**src/rtl/gate_enable_seq.sv**
```systemverilog
module gate_enable_seq #(
  parameter int T_QUICK  = 500,
  parameter int T_FULL   = 1000,
  parameter int T_SETTLE = 50,
  parameter int NFLT     = 4
) (
  input  logic            clk,
  input  logic            rst_n,
  input  logic            en_pin,
  input  logic [NFLT-1:0] flt_cond,
  input  logic            ovp_cond,
  output logic            reg_en,
  output logic            cp_en,
  output logic            amp_en,
  output logic            gate_en,
  output logic            gate_hiz,
  output logic [NFLT-1:0] flt_latch,
  output logic            ovp_latch,
  output logic            ready,
  output logic            misuse
);
  localparam int LW = $clog2(T_FULL + 2);
  localparam int CW = (T_SETTLE > 1) ? $clog2(T_SETTLE) : 1;
  localparam logic [LW-1:0] LSAT = LW'(T_FULL + 1);
  localparam logic [LW-1:0] LQ   = LW'(T_QUICK);
  localparam logic [LW-1:0] LQ1  = LW'(T_QUICK - 1);
  localparam logic [LW-1:0] LF   = LW'(T_FULL);
  localparam logic [CW-1:0] CS   = CW'(T_SETTLE - 1);

  typedef enum logic [2:0] {S_OFF, S_REG, S_CP, S_AMP, S_RUN, S_HOLD} st_t;

  st_t st, st_n;
  logic s1, en_s, en_q;
  logic [LW-1:0] lo_cnt;
  logic [CW-1:0] cnt;

  wire rise    = en_s & ~en_q;
  wire pwrup   = (st == S_REG) || (st == S_CP) || (st == S_AMP);
  wire band    = (lo_cnt >= LQ) && (lo_cnt <= LF);
  wire any_flt = (|flt_latch) | ovp_latch;

  always_ff @(posedge clk or negedge rst_n)
    if (!rst_n) {s1, en_s, en_q} <= '0;
    else        {s1, en_s, en_q} <= {en_pin, s1, en_s};

  always_ff @(posedge clk or negedge rst_n)
    if (!rst_n)     lo_cnt <= LSAT;
    else if (en_s)  lo_cnt <= '0;
    else if (lo_cnt != LSAT) lo_cnt <= lo_cnt + 1'b1;

  always_comb begin
    st_n = st;
    if (!en_s) begin
      if (st != S_OFF && lo_cnt >= LQ1) st_n = S_OFF;
      else if (st == S_RUN)             st_n = S_HOLD;
      else if (pwrup)                   st_n = S_OFF;
    end else if (rise) begin
      st_n = (st == S_HOLD) ? S_RUN : S_REG;
    end else if (cnt == CS) begin
      case (st)
        S_REG:   st_n = S_CP;
        S_CP:    st_n = S_AMP;
        S_AMP:   st_n = S_RUN;
        default: st_n = st;
      endcase
    end
  end

  always_ff @(posedge clk or negedge rst_n)
    if (!rst_n) begin
      st  <= S_OFF;
      cnt <= '0;
    end else begin
      st <= st_n;
      if (st_n != st)  cnt <= '0;
      else if (cnt != CS) cnt <= cnt + 1'b1;
    end

  always_ff @(posedge clk or negedge rst_n)
    if (!rst_n) begin
      flt_latch <= '0;
      ovp_latch <= 1'b0;
      misuse    <= 1'b0;
    end else if (rise) begin
      flt_latch <= flt_cond;
      ovp_latch <= (lo_cnt > LF) ? ovp_cond : (ovp_latch | ovp_cond);
      if (band) misuse <= 1'b1;
    end else begin
      flt_latch <= flt_latch | flt_cond;
      ovp_latch <= ovp_latch | ovp_cond;
    end

  assign reg_en   = (st != S_OFF);
  assign cp_en    = (st == S_CP) || (st == S_AMP) || (st == S_RUN) || (st == S_HOLD);
  assign amp_en   = (st == S_AMP) || (st == S_RUN) || (st == S_HOLD);
  assign ready    = (st == S_RUN);
  assign gate_en  = ready & en_s & ~any_flt;
  assign gate_hiz = ~gate_en;


  power_order_chk: assert property (@(posedge clk) disable iff (!rst_n)
    $rose(amp_en) |-> (cp_en && reg_en));

  ready_after_amp_chk: assert property (@(posedge clk) disable iff (!rst_n)
    $rose(ready) |-> amp_en);

  live_fault_kept_chk: assert property (@(posedge clk) disable iff (!rst_n)
    rise |=> ((flt_latch & $past(flt_cond)) == $past(flt_cond)));

  ovp_quick_kept_chk: assert property (@(posedge clk) disable iff (!rst_n)
    (rise && lo_cnt < LQ && ovp_latch) |=> ovp_latch);

  misuse_sticky_chk: assert property (@(posedge clk) disable iff (!rst_n)
    misuse |=> misuse);

  supply_drop_chk: assert property (@(posedge clk) disable iff (!rst_n)
    (!en_s && lo_cnt == LQ1) |=> !reg_en);

  fault_blocks_gate_chk: assert property (@(posedge clk) disable iff (!rst_n)
    (|flt_cond) |=> gate_hiz);
endmodule

```
**config.mk**
```make
export PLATFORM = sky130hd
export DESIGN_NAME = gate_enable_seq
export DESIGN_NICKNAME = d
export VERILOG_FILES = /design/src/rtl/gate_enable_seq.sv
export SDC_FILE = /design/constraint.sdc
export NUM_CORES = 1
export LEC_CHECK = 0
export ABC_AREA = 1
export BUFFER_PORTS_ARGS = -buffer_cell sky130_fd_sc_hd__clkbuf_2
export CAP_MARGIN = 20
export CORE_ASPECT_RATIO = 0.9
export CORE_MARGIN = 8
export CORE_UTILIZATION = 26
export CTS_BUF_LIST = sky130_fd_sc_hd__clkbuf_16
export CTS_CLUSTER_DIAMETER = 60
export DETAILED_ROUTE_END_ITERATION = 7
export GPL_TIMING_DRIVEN = 0
export HOLD_SLACK_MARGIN = 0.12
export PLACE_DENSITY_LB_ADDON = 0.1
export SETUP_SLACK_MARGIN = 0.05
export SYNTH_ARGS = -nofsm -noshare
export SYNTH_HDL_FRONTEND = slang
export SYNTH_SLANG_ARGS = --single-unit
```
**constraint.sdc**
```tcl
create_clock -name clk -period 1.6 [get_ports clk]
set_clock_uncertainty 0.05 [all_clocks]
set_input_delay 0.08 -clock clk [delete_from_list [all_inputs] [get_ports clk]]
set_output_delay 0.08 -clock clk [all_outputs]
set_load 0.02 [all_outputs]
```
* After elaboration in Yosys (flattened, before gate mapping)
Cells that the tools add are included.
W data, S select, Z words.
** Operators by class
- Add/sub/neg operators :: 2
- Order comparisons :: 4
- Equal/unequal tests :: 9
- Reductions and logical operators :: 14
- Bitwise gates (word level) :: 9
- Mux-type cells :: 15
** Operators by type and width (count)
- $mux W3 :: 7
- $ge A10 B9 Y1 const B :: 2
- $mux W10 :: 2
- $mux W6 :: 2
- $add A10 B1 Y10 const B :: 1
- $gt A10 B10 Y1 const B :: 1
- $le A10 B10 Y1 const B :: 1
- $ne A10 B10 Y1 const B :: 1
- $pmux W3 S3 :: 1
- $logic_or A1 B1 Y1 :: 7
- $add A6 B1 Y6 const B :: 1
- $eq A3 B2 Y1 const B :: 2
- $eq A3 B3 Y1 const B :: 2
- $eq A6 B6 Y1 const B :: 1
- $ne A6 B6 Y1 const B :: 1
- $mux W4 :: 1
- $or A4 B4 Y4 :: 1
- $reduce_bool A2 Y1 :: 2
- $reduce_or A4 Y1 :: 1
- $and A1 B1 Y1 :: 3
- $eq A3 B1 Y1 const B :: 1
- $ne A3 B3 Y1 :: 1
- $not A1 Y1 :: 3
- $reduce_bool A3 Y1 :: 1
- 4 further kinds :: 7
** Word-level totals
- Register bits after elaboration :: 28
- Output and inout port bits :: 12

* Logic depth before layout (Yosys ltp)
- Depth in word-level cells :: 9
- Depth in mapped cells :: 13

* Worst setup path before layout
No wires, ideal clock.
- Path kind :: register -> output
- From :: register st[1]
- To :: output gate_en
- Data arrival time :: 1.648 ns
- Slack :: -0.178 ns
- Cell stages (with the launch flop) :: 4
- Path through :: dfrtp_1 -> nor3_1 -> nand4_1 -> inv_1
** On the way
- Longest elaborated chain between the ends :: 3
** RTL lines
- from (decl) :: line 32 : st_t st, st_n;
- from (signal assigned) :: line 74 : st <= st_n;
- $eq A3 B3 Y1 :: line 96 : assign ready = (st == S_RUN);
- net ready :: line 19 : output logic ready,
- $and A1 B1 Y1 (2 in series) :: line 97 : assign gate_en = ready & en_s & ~any_flt;
- to (decl) :: line 15 : output logic gate_en,
The timed path passes the listed nets, and every way through them passes these cells.

* Final worst setup path
- From :: register lo_cnt[0]
- To :: register st[1]
** On the way
- Longest elaborated chain between the ends :: 4
** RTL lines
- from (decl) :: line 34 : logic [LW-1:0] lo_cnt;
- from (signal assigned) :: line 49 : else if (lo_cnt != LSAT) lo_cnt <= lo_cnt + 1'b1;
- $ge A10 B9 Y1 :: line 54 : if (st != S_OFF && lo_cnt >= LQ1) st_n = S_OFF;
- $logic_and A1 B1 Y1 :: line 54
- $mux W3 :: line 54
- $mux W3 :: line 53 : if (!en_s) begin
- net st_n[1] :: line 32
The timed path passes the listed nets, and every way through them passes these cells.
A chain may end at the register's enable or synchronous reset.

==> metrics.md <==
| Metric | Value |
|---|---|
| Final Cycle Share | `108.8%` |
| Width of the die | `98.86 um` |
| Routed wire length | `4010 um` |
| Leak Pwr | `1.019 nW` |
| Distinct cells, synth | `30` |
| Core Area | `6047 um2` |
| Status | `finished, violations left` |
| Hold Path Depth | `0` |
| Syn Inst Count | `196` |
| CP dominant cell by count | `nand2_1` |
| Met3 wire length | `107 um` |
| Worst Hold End | `en_s` |
| Setup CP Type | `flop to flop` |
| CTS Buf Count | `3` |
| Via count | `1,410` |
| Synthesized net count | `211` |
| Max incr delay on CP | `0.60 ns` |
| Max FO, Critical Path | `3` |
| Finish-stage setup viols | `8` |
| CP Launch Type | `flop` |
| PortBufs | `19` |
| DR DRC count | `0` |
| GP Congestion | `0.7237` |
| Wire length on met2 | `1774 um` |
| Min setup slack post-route | `-0.1408 ns` |
| #FFs+latches synth | `28` |
| Worst-path cell chain | `ha_4, inv_1, nand2_1, nand3_2, nand2_1, nand2_1, nand2_1, nand2_1, buf_4, buf_4, buf_6` |
| Hold Vio Cnt, Final | `0` |
| RSZ-0062 raised after global routing | `true` |
| Vias in the first global route | `1,399` |
| Buf/Inv on CP | `4` |
| Final Instance Count excl. Fillers | `317` |
| Reg-to-Reg End | `st[1]` |
| R2r setup slk | `-0.14 ns` |
| DRT iter0 DRCs | `40` |
| HP Class | `flop to flop` |
| Worst path required time | `1.71 ns` |
| GR Overflow Total | `0` |
| Fin crit period | `1.741 ns` |
| M1 WL | `2059 um` |
| FF-to-FF Start | `lo_cnt[0]` |
| Die ar. | `8954 um2` |
| ANT nets after route | `0` |
| EDFF count, synth | `0` |
| Area growth syn-to-layout | `39.72%` |
| Largest net degree at the start of global routing | `29` |
| Die height | `90.57 um` |
| GRT Total Usage | `9.266%` |
| Drt wl/cell | `12.65 um` |
| Failing checks | `negative setup slack` |
| Clk buf depth | `2` |
| Mean area per synthesized cell | `8.197 um2` |
| Root buffer cell | `clkbuf_16` |
| Clock Latency Late Sink | `0.27 ns` |
| Uppermost routed layer | `met4` |
| Number of max-cap violations | `0` |
| Final slew viol count | `0` |
| Sequential area share after synthesis | `44.16%` |
| Synth Warn # | `0` |
| Number of H-tree levels | `1` |
| Pwr per Cell Area | `777.5 nW/um2` |
| Placed instance count | `287` |
| CP delay by family, top | `flip-flops` |
| Critical-path top delay cell | `dfstp_2` |
| Capturing element type of the critical path | `flop` |
| Slew @ Worst Pin | `0.7412 ns` |
| Hold_sp | `s1` |
| Worst-path clk slew | `0.07 ns` |
| Clock tree sinks | `28` |
| Synth async-reset ratio | `100.0%` |
| Pre-antenna DRT Iters | `4` |
| Slew margin rel. | `50.59%` |
| Synthesized cell area | `1607 um2` |
| HPWL Detailed | `2761 um` |
| Vias/cell | `4.448` |
| CTS tree | `done` |
| Max rail drop VDD | `411.1 uV` |
| Post-synth top flop | `dfrtp_1` |
| Num rows | `27` |
| # nets final | `261` |
| Achievable Freq | `574.4 MHz` |
| # diodes | `0` |
| R2R cell count | `11` |
| Initial antenna violation count | `0` |
| Share of cells above drive strength 1 | `41.63%` |
| Worst EP arrival | `1.85 ns` |
| First-pass GRT wire length | `6706 um` |
| Initial Util | `26.57%` |
| IO Count | `20` |
| Min Hold Slack | `0.3010 ns` |
[area by class of cell]
type | instances | area (um2)
inverter | 31 | 125.1
clock buffer | 3 | 75.07
timing repair buffer | 45 | 315.3
buffer | 2 | 16.27
tap | 72 | 90.09
clock inverter | 1 | 3.754
sequential | 28 | 710.7
multi-input combinational | 135 | 908.4
fill | 607 | 3802
[cells in the mapped netlist (all sizes together), types with 2 or more instances]
cell,count,area share [%]
nand2,42,10
inv,31,7.2
dfrtp,21,33
nor2,21,6.6
nand3,20,7.8
o21ai,14,4.4
a21oi,10,3.3
dfstp,7,11
ha,7,5.5
nand4,4,1.6
nor3,4,1.6
a21o,3,1.4
xor2,3,1.6
buf,2,0.78
[layer usage]
layer / vias to the layer above / GRT usage, %
met3: 4 / 1.541
li1: 737 / -
met1: 649 / 12.51
met2: 20 / 14.00
met4: 0 / 4.215
met5: - / 0
[cells in the final DEF, fill, tap and decap left out, types with 7 or more instances in the layout]
cell	instances
a21oi_1	7
buf_4	17
clkbuf_2	18
dfrtp_1	20
dfstp_2	7
dlygate4sd3_1	7
inv_1	23
nand2_1	30
nand2_2	11
nand3_1	12
nand3_2	7
nor2_1	12
nor2_4	7
o21ai_0	7
[worst max-delay path by stage]
stage,startpoint,cells after the start,endpoint
final,lo_cnt[0],11,st[1]
after global routing,cnt[1],12,cnt[1]
after CTS,cnt[1],11,cnt[5]
after detailed placement,st[2],12,cnt[1]
after global placement,st[1],11,cnt[5]
after floorplan,cnt[1],11,cnt[0]
[cell families after synthesis]
logic type / count (synthesis) / share of synthesized area, %
AND/OR/NAND/NOR: 93 / 29.13
buffers and inverters: 33 / 8.022
AO/OA/AOI/OAI: 31 / 11.06
flip-flops: 28 / 44.16
adder cells (fa/ha/maj): 7 / 5.451
XOR/XNOR: 4 / 2.181
[registers in the layout, summed over array words and instances, names as in the netlist]
signal / flops
cnt: 6
s1: 1
ovp_latch: 1
st: 3
en_q: 1
en_s: 1
lo_cnt: 10
flt_latch: 4
misuse: 1
[power breakdown]
group / total (mW) / internal [mW] / leakage (nW) / switching [mW]
clock network: 0.588 / 0.336 / 0.0385 / 0.252
registers: 0.783 / 0.746 / 0.330 / 0.0366
logic: 0.375 / 0.150 / 0.650 / 0.225
total: 1.75 / 1.23 / 1.02 / 0.513
[what timing repair did]
action,in CTS,in global routing
gates resized for setup,16,31
pin swaps,9,10
endpoints found under the setup margin,15,17
buffers inserted,8,11
hold endpoints to repair,27,0
hold buffers,7,0
[stage by stage]
step / utilization, % / TNS (ns) / cell area, um2 / worst slack, ns / power [mW]
2_1_floorplan: - / 0 / 1612 / 0.05444 / 0.9743
3_3_place_gp: 29.71 / -1.897 / 1797 / -0.2745 / 1.078
3_5_place_dp: 29.71 / -1.631 / 1797 / -0.2369 / 1.072
4_1_cts: 34.18 / -0.7136 / 2067 / -0.1151 / 1.732
5_1_grt: 37.12 / -2.008 / 2245 / -0.2581 / 1.860
6_report: 37.12 / -0.8705 / 2245 / -0.1408 / 1.745
(Power assumes the default switching activity.)
